<file path="src/rtl/spi_word_master.sv">
module spi_word_master #(
  parameter int DW = 16,
  parameter int BW = 8
) (
  input  logic          clk,
  input  logic          rst_n,
  input  logic [15:0]   mode,
  input  logic          start,
  input  logic [DW-1:0] tx_word,
  input  logic          miso,
  output logic          sck,
  output logic          mosi,
  output logic          cs_n,
  output logic          busy,
  output logic          done,
  output logic [DW-1:0] rx_word,
  output logic          cfg_err
);
  localparam int NW = $clog2(DW + 1);
  localparam int EW = NW + 1;

  logic [3:0]    szc;
  logic [NW-1:0] n_d, n_q;
  logic          size_ok, go_ok;
  logic [DW-1:0] tx_al, tsr, rsr;
  logic [BW-1:0] baud_q, hcnt;
  logic [EW-1:0] ecnt;
  logic          cpha_q;
  logic          tick, lead, last_edge;

  assign szc     = mode[13:10];
  assign size_ok = (szc == 4'd0) || szc[3];
  assign go_ok   = mode[15] && size_ok && (mode[BW-1:0] > BW'(1));
  assign n_d     = (szc == 4'd0) ? NW'(16) : NW'(8 + int'(szc[2:0]));
  assign tx_al   = tx_word << (DW - int'(n_d));

  assign tick      = (hcnt == baud_q - BW'(1));
  assign lead      = ~ecnt[0];
  assign last_edge = (ecnt == {n_q, 1'b0});

  always_ff @(posedge clk or negedge rst_n) begin
    if (!rst_n) begin
      busy    <= 1'b0;
      cs_n    <= 1'b1;
      sck     <= 1'b0;
      mosi    <= 1'b0;
      done    <= 1'b0;
      cfg_err <= 1'b0;
      rx_word <= '0;
      n_q     <= '0;
      baud_q  <= '0;
      cpha_q  <= 1'b0;
      hcnt    <= '0;
      ecnt    <= '0;
      tsr     <= '0;
      rsr     <= '0;
    end else begin
      done <= 1'b0;
      if (!busy) begin
        sck <= mode[9];
        if (start) begin
          if (go_ok) begin
            busy    <= 1'b1;
            cs_n    <= 1'b0;
            cfg_err <= 1'b0;
            n_q     <= n_d;
            baud_q  <= mode[BW-1:0];
            cpha_q  <= mode[8];
            hcnt    <= '0;
            ecnt    <= '0;
            rsr     <= '0;
            if (!mode[8]) begin
              mosi <= tx_al[DW-1];
              tsr  <= tx_al << 1;
            end else begin
              mosi <= 1'b0;
              tsr  <= tx_al;
            end
          end else begin
            cfg_err <= 1'b1;
          end
        end
      end else if (tick) begin
        hcnt <= '0;
        if (last_edge) begin
          busy    <= 1'b0;
          cs_n    <= 1'b1;
          done    <= 1'b1;
          mosi    <= 1'b0;
          rx_word <= rsr;
        end else begin
          sck  <= ~sck;
          ecnt <= ecnt + EW'(1);
          if (lead ^ cpha_q) begin
            rsr <= {rsr[DW-2:0], miso};
          end else begin
            mosi <= tsr[DW-1];
            tsr  <= tsr << 1;
          end
        end
      end else begin
        hcnt <= hcnt + BW'(1);
      end
    end
  end
endmodule

</file>
<file path="config.mk">
export PLATFORM = sky130hd
export DESIGN_NAME = spi_word_master
export DESIGN_NICKNAME = d
export VERILOG_FILES = /design/src/rtl/spi_word_master.sv
export SDC_FILE = /design/constraint.sdc
export NUM_CORES = 1
export LEC_CHECK = 0
export CAP_MARGIN = 0
export CORE_ASPECT_RATIO = 2
export CORE_UTILIZATION = 55
export DETAILED_ROUTE_END_ITERATION = 12
export DONT_BUFFER_PORTS = 1
export PLACE_DENSITY = 0.77
export SYNTH_ARGS = -nofsm -noshare
export SYNTH_HDL_FRONTEND = slang
export SYNTH_SLANG_ARGS = --single-unit
</file>
<file path="constraint.sdc">
create_clock -name clk -period 4.1 [get_ports clk]
set_input_delay 0.41 -clock clk [delete_from_list [all_inputs] [get_ports clk]]
set_output_delay 0.41 -clock clk [all_outputs]
set_load 0.03 [all_outputs]
</file>
Yosys cells after proc, flatten, opt, wreduce, memory -nomap -nowiden
Index checks and enable logic that the tools add are counted.
{ "totals": {"elab_cells": 96, "rom_bits": 0, "input_bits": 36, "output_inout_bits": 22, "latch_bits": 0, "ramBits": 0, "memories": 0, "regBits": 82} }
{ "op_classes": {"n_eq_ne": 8, "add_sub_neg": 5, "n_shift": 1, "magnitude_cmp": 1, "reduce_logical": 16, "mux": 47, "n_mul": 0, "bitwise": 4, "div_mod_pow": 0} }
{ "op_table": {"columns": ["operator", "count"], "rows": [
  ["$mux 16", 13],
  ["$mux 8", 4],
  ["$shl 16x32->16", 1],
  ["$mux 6", 5],
  ["$mux 1", 24],
  ["$reduce_and 4->1", 3],
  ["$reduce_and 5->1", 2],
  ["$add 8x1->8 const B", 1],
  ["$eq 8x8->1", 1],
  ["$gt 8x1->1 const B", 1],
  ["$sub 8x1->8 const B", 1],
  ["$add 6x1->6 const B", 1],
  ["$eq 6x6->1", 1],
  ["$ne 2x1->1 const B", 3],
  ["$reduce_and 2->1", 3],
  ["$reduce_and 3->1", 2],
  ["$sub 5x5->6 const A", 1],
  ["$add 4x3->5 const A", 1],
  ["$mux 5", 1],
  ["$logic_not 4->1", 1],
  ["$ne 2x2->1 const B", 2],
  ["$reduce_bool 2->1", 2],
  ["$ne 3x3->1 const B", 1],
  ["$not 1->1", 3],
  ["other kinds (3)", 4]
]} }

Depth between registers and ports, before layout
Gate-level depths: netlist of the first run.
{ "depth": {"ltp_word": 8, "depth_mapped": 12, "ltp_nobuf": 9} }

Least setup slack after synthesis of the first run
Ideal clock, no wire load.
{ "synth_timing": {"kind": "input port to flip-flop", "start": "in mode[10]", "end": "reg tsr[13]", "arrival_ns": 2.957, "required_ns": 3.974, "path_buffers": 3, "path_stages": 11, "slack_ns": 1.017, "setup_time_ns": 0.126, "cell_sequence": "inv_1 clkbuf_1 ha_1 or3b_1 buf_2 nand2_1 buf_2 mux4_2 a221o_1 mux2_2 a221o_1"} }
{ "synth_between": {"elab_chain_cells": 8, "word_cells_on_any_way": 14, "cone_classes": "add/sub (2); shift (1); mux (5); reduce/logical (6)"} }
{ "synth_lines": {"columns": ["element", "line", "rtl"], "rows": [
  ["start: declaration", "7", "input logic [15:0] mode,"],
  ["$add 4x3->5 / $logic_not 4->1 (equally long branches)", "34, 32", null],
  ["$mux 5", "34", "assign n_d = (szc == 4'd0) ? NW'(16) : NW'(8 + int'(szc[2:0]));"],
  ["$sub 5x5->6", "35", "assign tx_al = tx_word << (DW - int'(n_d));"],
  ["$shl 16x32->16", "35", null],
  ["$mux 16", "72", "if (!mode[8]) begin"],
  ["$mux 16", "62", "if (go_ok) begin"],
  ["$mux 16", "61", "if (start) begin"],
  ["$mux 16", "59", "if (!busy) begin"],
  ["end signal: assignment", "74", "tsr <= tx_al << 1;"],
  ["end signal: assignment", "77", "tsr <= tx_al;"],
  ["end signal: assignment", "98", "tsr <= tsr << 1;"],
  ["end: declaration", "25", "logic [DW-1:0] tx_al, tsr, rsr;"]
]} }
Parallel ways exist; a longest one is shown, timed or not. The select of a mux whose other input is x is not followed.
A chain may end at the register's enable or synchronous reset.

Final worst setup path of the first run
{ "layout_timing": {"start": "reg baud_q[0]", "end": "reg rsr[9]"} }
{ "layout_between": {"elab_chain_cells": 4} }
{ "layout_lines": {"columns": ["element", "line", "rtl"], "rows": [
  ["start: declaration", "26", "logic [BW-1:0] baud_q, hcnt;"],
  ["start signal: assignment", "67", "baud_q <= mode[BW-1:0];"],
  ["$sub 8x1->8", "37", "assign tick = (hcnt == baud_q - BW'(1));"],
  ["$eq 8x8->1", "37", null],
  ["$ne 2x1->1 (no line)", null, null],
  ["$reduce_and 5->1 (no line)", null, null],
  ["end signal: assignment", "95", "rsr <= {rsr[DW-2:0], miso};"],
  ["end: declaration", "25", null]
]} }
No other way between the ends.

==> metrics.yaml, run 1 <==
syn2layout_area_growth_pct: 8.218
r2r_setup_slack_ps: 860
setup_viol: 0
synth_area_leaders: "dfrtp_1 (41%), nand2_1 (4.2%), mux2_1 (3.6%)"
skew_ps: 10.84
start_util_pct: 57.17
synth_warnings: 0
worstMarginPinSlew_ps: 832.8
grt_pass1_wl_um: 20500
antenna_found_initial: 0
clkLatencyLatePin_ps: 340
path_clk_slew_ps: 70
final_common_cell: "dfrtp_1"
tritoncts: "built"
peakVddDrop_uv: 251.1
synth-edff-count: 0
drtAntennaViolNets: 0
portBuffers: 0
slew_headroom_pct: 44.48
core_area_sq_mm: 0.008708
die_area_sq_mm: 0.009460
grt_max_degree: 83
rsz0062_at_grt: "no"
critPathKind: "flop to flop"
grt_pass1_vias: 4262
synthesis.nets: 560
synth_top_area_share_pct: 40.71
layout-drive-gt1-share_pct: 11.84
yosysTopAreaCell: "dfrtp_1"
post_cts_resized: 0
crit_required_ps: 4380
r2r-start: "baud_q[0]"
n_antenna_cell: 0
synthCells: 519
clk_path_buf_depth: 2
worstPathCellList: "inv_1, ha_1, or3b_1, and2_1, or3_4, a211oi_4, and2_1, nor4b_4, a22o_1"
via_per_inst: 6.655
drv_cap: 0
fin_tns_setup_ps: 0
syn_avg_cell_area_sq_um: 9.593
path_delay_family: "simple AND/OR/NAND/NOR gates"
first_pass_iters: 4
cp_data_arrival_time_ps: 3520
synth-seq-area-share_pct: 41.24
cpPeakStageDelay_ps: 670
place_congestion: 0.9702
instances_no_fill: 615
drc: 0
cp.depth: 9
ios: 58
worstPathBufferInverterCount: 1
dpl.cell_count: 597
crit_path_end: "rsr[9]"
ys_async_sr_fraction_pct: 100.0
netlist_area_sq_mm: 0.004979
worstPathMaxFanout: 16
min_path_type: "primary input to flop"
first_iter_violations: 282
wire_per_inst_um: 20.21
powerDensity_mw_per_mm2: 560.6
fin_crit_ps: 3239
grt_use_total_pct: 27.78
reg2reg_depth: 9
final_hold_viol_count: 0
crit_start: "baud_q[0]"
ys_ff_latch: 82
die_w_um: 69.28
clock_sinks: 82
dpl_cell_area_sq_mm: 0.005042
fin_nets: 551
p_total_mw: 3.020
cpMostUsedCell: "and2_1"
drv_slew: 0
cts_root_buffer: "clkbuf_16"
synth_cell_types: 76
layout_common_cells: "dfrtp_1 (81), nand2_1 (56), nor2_1 (39)"
vias: 4093
drt-total-wl_um: 12430
timing.final.crit_share_pct: 78.99
startpoint_type: "flop"
yosys_most_used_dff: "dfrtp_1"
rows: 48
status: "finished, final reports clean"
cts_made_buffers: 9
max_freq_mhz: 308.8
layout_setup_ws_ps: 861.5
ctsHtreeMaxLevel: 3
post-place-ws_ps: 886.0
r2r_end: "rsr[9]"
die_height_um: 136.6
p_leak_nw: 2.400
gr-total-overflow: 0
final_cell_area_sq_mm: 0.005388
endpoint_kind: "flop"
place_hpwl_um: 9191
crit_slowest_cell: "nor4b_4"
[layer usage]
| metal | routed length (um) | up-vias | track usage [%] |
|---|---|---|---|
| met3 | 312 | 31 | 3.976 |
| met5 | 0 | - | 0 |
| met1 | 4548 | 2062 | 27.98 |
| met4 | 565 | 0 | 17.46 |
| met2 | 7005 | 99 | 52.59 |
| li1 | - | 1901 | - |
[registers in the layout, summed over array words and instances (netlist names), 5 cells and up]
name,cells
tsr,16
ecnt,6
rsr,16
n_q,5
baud_q,8
rx_word,16
hcnt,8
[cell type report]
cell class / count / area [sq um]
fill: 757 / 3321
multi-input combinational: 378 / 2673
sequential: 82 / 2053
clock buffer: 9 / 225.2
timing repair buffer: 16 / 142.6
tap: 100 / 125.1
inverter: 23 / 86.33
clock inverter: 7 / 82.58
[kinds of logic (layout without fill, tap and decap cells)]
kind of cell	count (synthesis)	in the layout	synth area share, %
buffers and inverters	59	55	5.227
XOR/XNOR	23	23	4.046
AO/OA/AOI/OAI	151	151	22.44
flip-flops	82	82	41.24
adder cells (fa/ha/maj)	5	5	1.257
AND/OR/NAND/NOR	165	165	16.81
multiplexers	34	34	8.972
[where the power goes]
part / switching, mW / internal, mW / leakage (nW)
Sequential: 0.233 / 1.01 / 1.08
Clock: 0.351 / 0.483 / 0.150
Combinational: 0.542 / 0.404 / 1.17
[metrics by stage]
step / util, % / hold slack, ps
final: 61.87 / 169.7
after global routing: 61.87 / 170.2
after CTS: 61.87 / 160.8
after detailed placement: 57.90 / 116.6
after global placement: 57.90 / 116.6
after floorplan: - / 114.4
[worst min path at each step]
| stage | startpoint | to | slack [ps] | depth (start not counted) |
|---|---|---|---|---|
| floorplan | rst_n | baud_q[0] | 110 | 0 |
| global placement | rst_n | baud_q[3] | 120 | 0 |
| detailed placement | rst_n | baud_q[3] | 120 | 0 |
| CTS | mode[7] | baud_q[7] | 160 | 2 |
| global route | mode[7] | baud_q[7] | 170 | 2 |
| finish | mode[7] | baud_q[7] | 170 | 2 |
[cells in the mapped netlist, types with 5 or more instances]
cell / count
a211oi_1: 6
nand2_1: 56
o21ai_0: 25
o21ai_1: 9
a22o_1: 17
mux4_2: 6
mux2_1: 16
or3_1: 5
o31ai_1: 8
and2_1: 7
dfrtp_1: 81
nor3_1: 8
xnor2_1: 8
and3_1: 9
inv_1: 23
xor2_1: 15
nand2b_1: 5
ha_1: 5
mux2_2: 9
a22oi_1: 8
nand3_1: 7
buf_2: 7
nand4_1: 6
nor2_1: 39
clkbuf_1: 25
a21oi_1: 15
o211ai_1: 8
[timing repair]
item | in CTS | in global routing
buffers inserted | 0 | 0
hold endpoints to repair | 82 | 0
hold buffers | 2 | 0
Power figures use the tool's default switching activity.
==> inputs of run 2 (changes only) <==
- clock period: 4.1 -> 3.4 ns (I/O delays scaled with it)
==> run 2 against run 1 <==
Critical path depth is 1 higher. Utilization is 0.14 points lower. Setup slack got worse by 600 ps. Count of clock-buffer cells in the layout grew 3. Sequential share of layout area is 0.089 points higher. Clock skew fell by 3.2 ps. Non-clock buffer count up 4. Sequential power grew 20%. Maximum frequency rose by 3.3%. Cell count up 0.65%. Total power increased by 15%. Worst hold slack got worse by 59 ps.
==> metrics.yaml, run 2 (same netlist as run 1, synthesis figures left out) <==
die_height_um: 136.6
whs_ps: 110.8
powerDensity_mw_per_mm2: 647.4
first_pass_iters: 4
crit_required_ps: 3610
path_clk_slew_ps: 60
cts_root_buffer: "clkbuf_16"
route.met3.wl_um: 351
cp_data_arrival_time_ps: 3340
ctsHtreeMaxLevel: 3
drtAntennaViolNets: 0
portBuffers: 0
wire_per_inst_um: 19.25
die_area_sq_mm: 0.009460
setup_viol: 0
cts_setup_buffers: 0
layout_common_cells: "dfrtp_1 (81), nand2_1 (56), nor2_1 (39)"
fin_tns_setup_ps: 0
max_freq_mhz: 319.1
nFillCells: 725
drt-total-wl_um: 11910
cpMostUsedCell: "and2_1"
place_congestion: 1.001
cts_made_buffers: 9
skew_ps: 7.677
post_cts_resized: 0
fin_crit_ps: 3134
fin_nets: 555
peakVddDrop_uv: 333.6
antenna_found_initial: 0
grt_max_degree: 83
rsz0062_at_grt: "no"
cpPeakStageDelay_ps: 420
endpoint_kind: "flop"
wl_met2_um: 6693
top_layer_used: "met4"
grt_pass1_vias: 4129
core_area_sq_mm: 0.008708
timing.final.crit_share_pct: 92.19
final_util_pct: 61.72
start_util_pct: 57.17
rows: 48
p_leak_nw: 2.395
slew_headroom_pct: 52.96
postCtsHoldBufs: 2
layout-drive-gt1-share_pct: 11.95
reg_top3: "rsr (16), rx_word (16), tsr (16)"
gr-total-overflow: 0
final_hold_viol_count: 0
vias: 4029
critPathKind: "flop to flop"
n_antenna_cell: 0
multi_input_comb_area_sq_mm: 0.002673
drv_cap: 0
clk_path_buf_depth: 2
clock_sinks: 82
worstPathCellList: "inv_1, ha_1, or3b_1, and2_1, or3_4, a211oi_4, and2_1, and3_1, buf_4, mux2_1"
worstMarginPinSlew_ps: 705.6
seq_area_sq_mm: 0.002053
die_w_um: 69.28
grt_pass1_wl_um: 19730
clkLatencyLatePin_ps: 330
final_common_cell: "dfrtp_1"
grt_use_total_pct: 26.38
min_path_type: "primary input to flop"
drv_slew: 0
crit_slowest_cell: "dfrtp_1"
ios: 58
first_iter_violations: 188
syn2layout_area_growth_pct: 7.967
wl_met1_um: 4422
via_per_inst: 6.509
worstPathMaxFanout: 17
tritoncts: "built"
startpoint_type: "flop"
status: "finished, final reports clean"
place_hpwl_um: 9030
drc: 0
==> run 2: worst max-delay path: cells and delay by family, from the launching register on <==
kind | cells | cell delay [ps]
mux | 1 | 350
buf+inv | 2 | 350
compound gates | 1 | 340
simple gates | 5 | 1350
fa+ha+maj | 1 | 200
flops | 1 | 420
==> run 2: final cells by class <==
class                   instances  share of cell area, %
inverters                      23                  1.606
clock buffers                  12                  4.399
repair buffers                 20                  3.212
well taps                     100                  2.328
clock inverters                 4                 0.5354
flip-flops and latches         82                  38.20
multi-input cells             378                  49.72
==> run 2: report_power, final <==
group          switching, mW  leakage, nW  internal, mW
sequential             0.277         1.08          1.21
clock                  0.375        0.123         0.496
combinational          0.631         1.19         0.487
total                   1.28         2.39          2.20
==> run 2: through the flow <==
| stage | power (mW) | worst slack, ps | instances | area (sq um) |
|---|---|---|---|---|
| finish | 3.480 | 265.7 | 619 | 5375 |
| global route | 3.703 | 90.45 | 619 | 5375 |
| global placement | 2.539 | 351.7 | 601 | 5072 |
| CTS | 3.495 | 282.9 | 619 | 5375 |
| floorplan | 2.333 | 387.4 | 519 | 4979 |
| detailed placement | 2.590 | 242.9 | 601 | 5072 |
==> run 2: worst paths after layout <==
check,from,to,slack [ps],cells after the start
max,baud_q[0],rx_word[0],270,10
min,mode[7],baud_q[7],110,2
max reg2reg,baud_q[0],rx_word[0],270,10
min reg2reg,tsr[8],tsr[8],480,2
max in group asynchronous,rst_n,cs_n,2480,2
min in group asynchronous,rst_n,baud_q[0],540,2
==> run 2: per-layer routing <==
layer  up-vias  GRT usage (%)
met3        34          3.829
met5         -              0
met4         0          15.65
li1       1909              -
met2       105          51.13
met1      1981          25.88
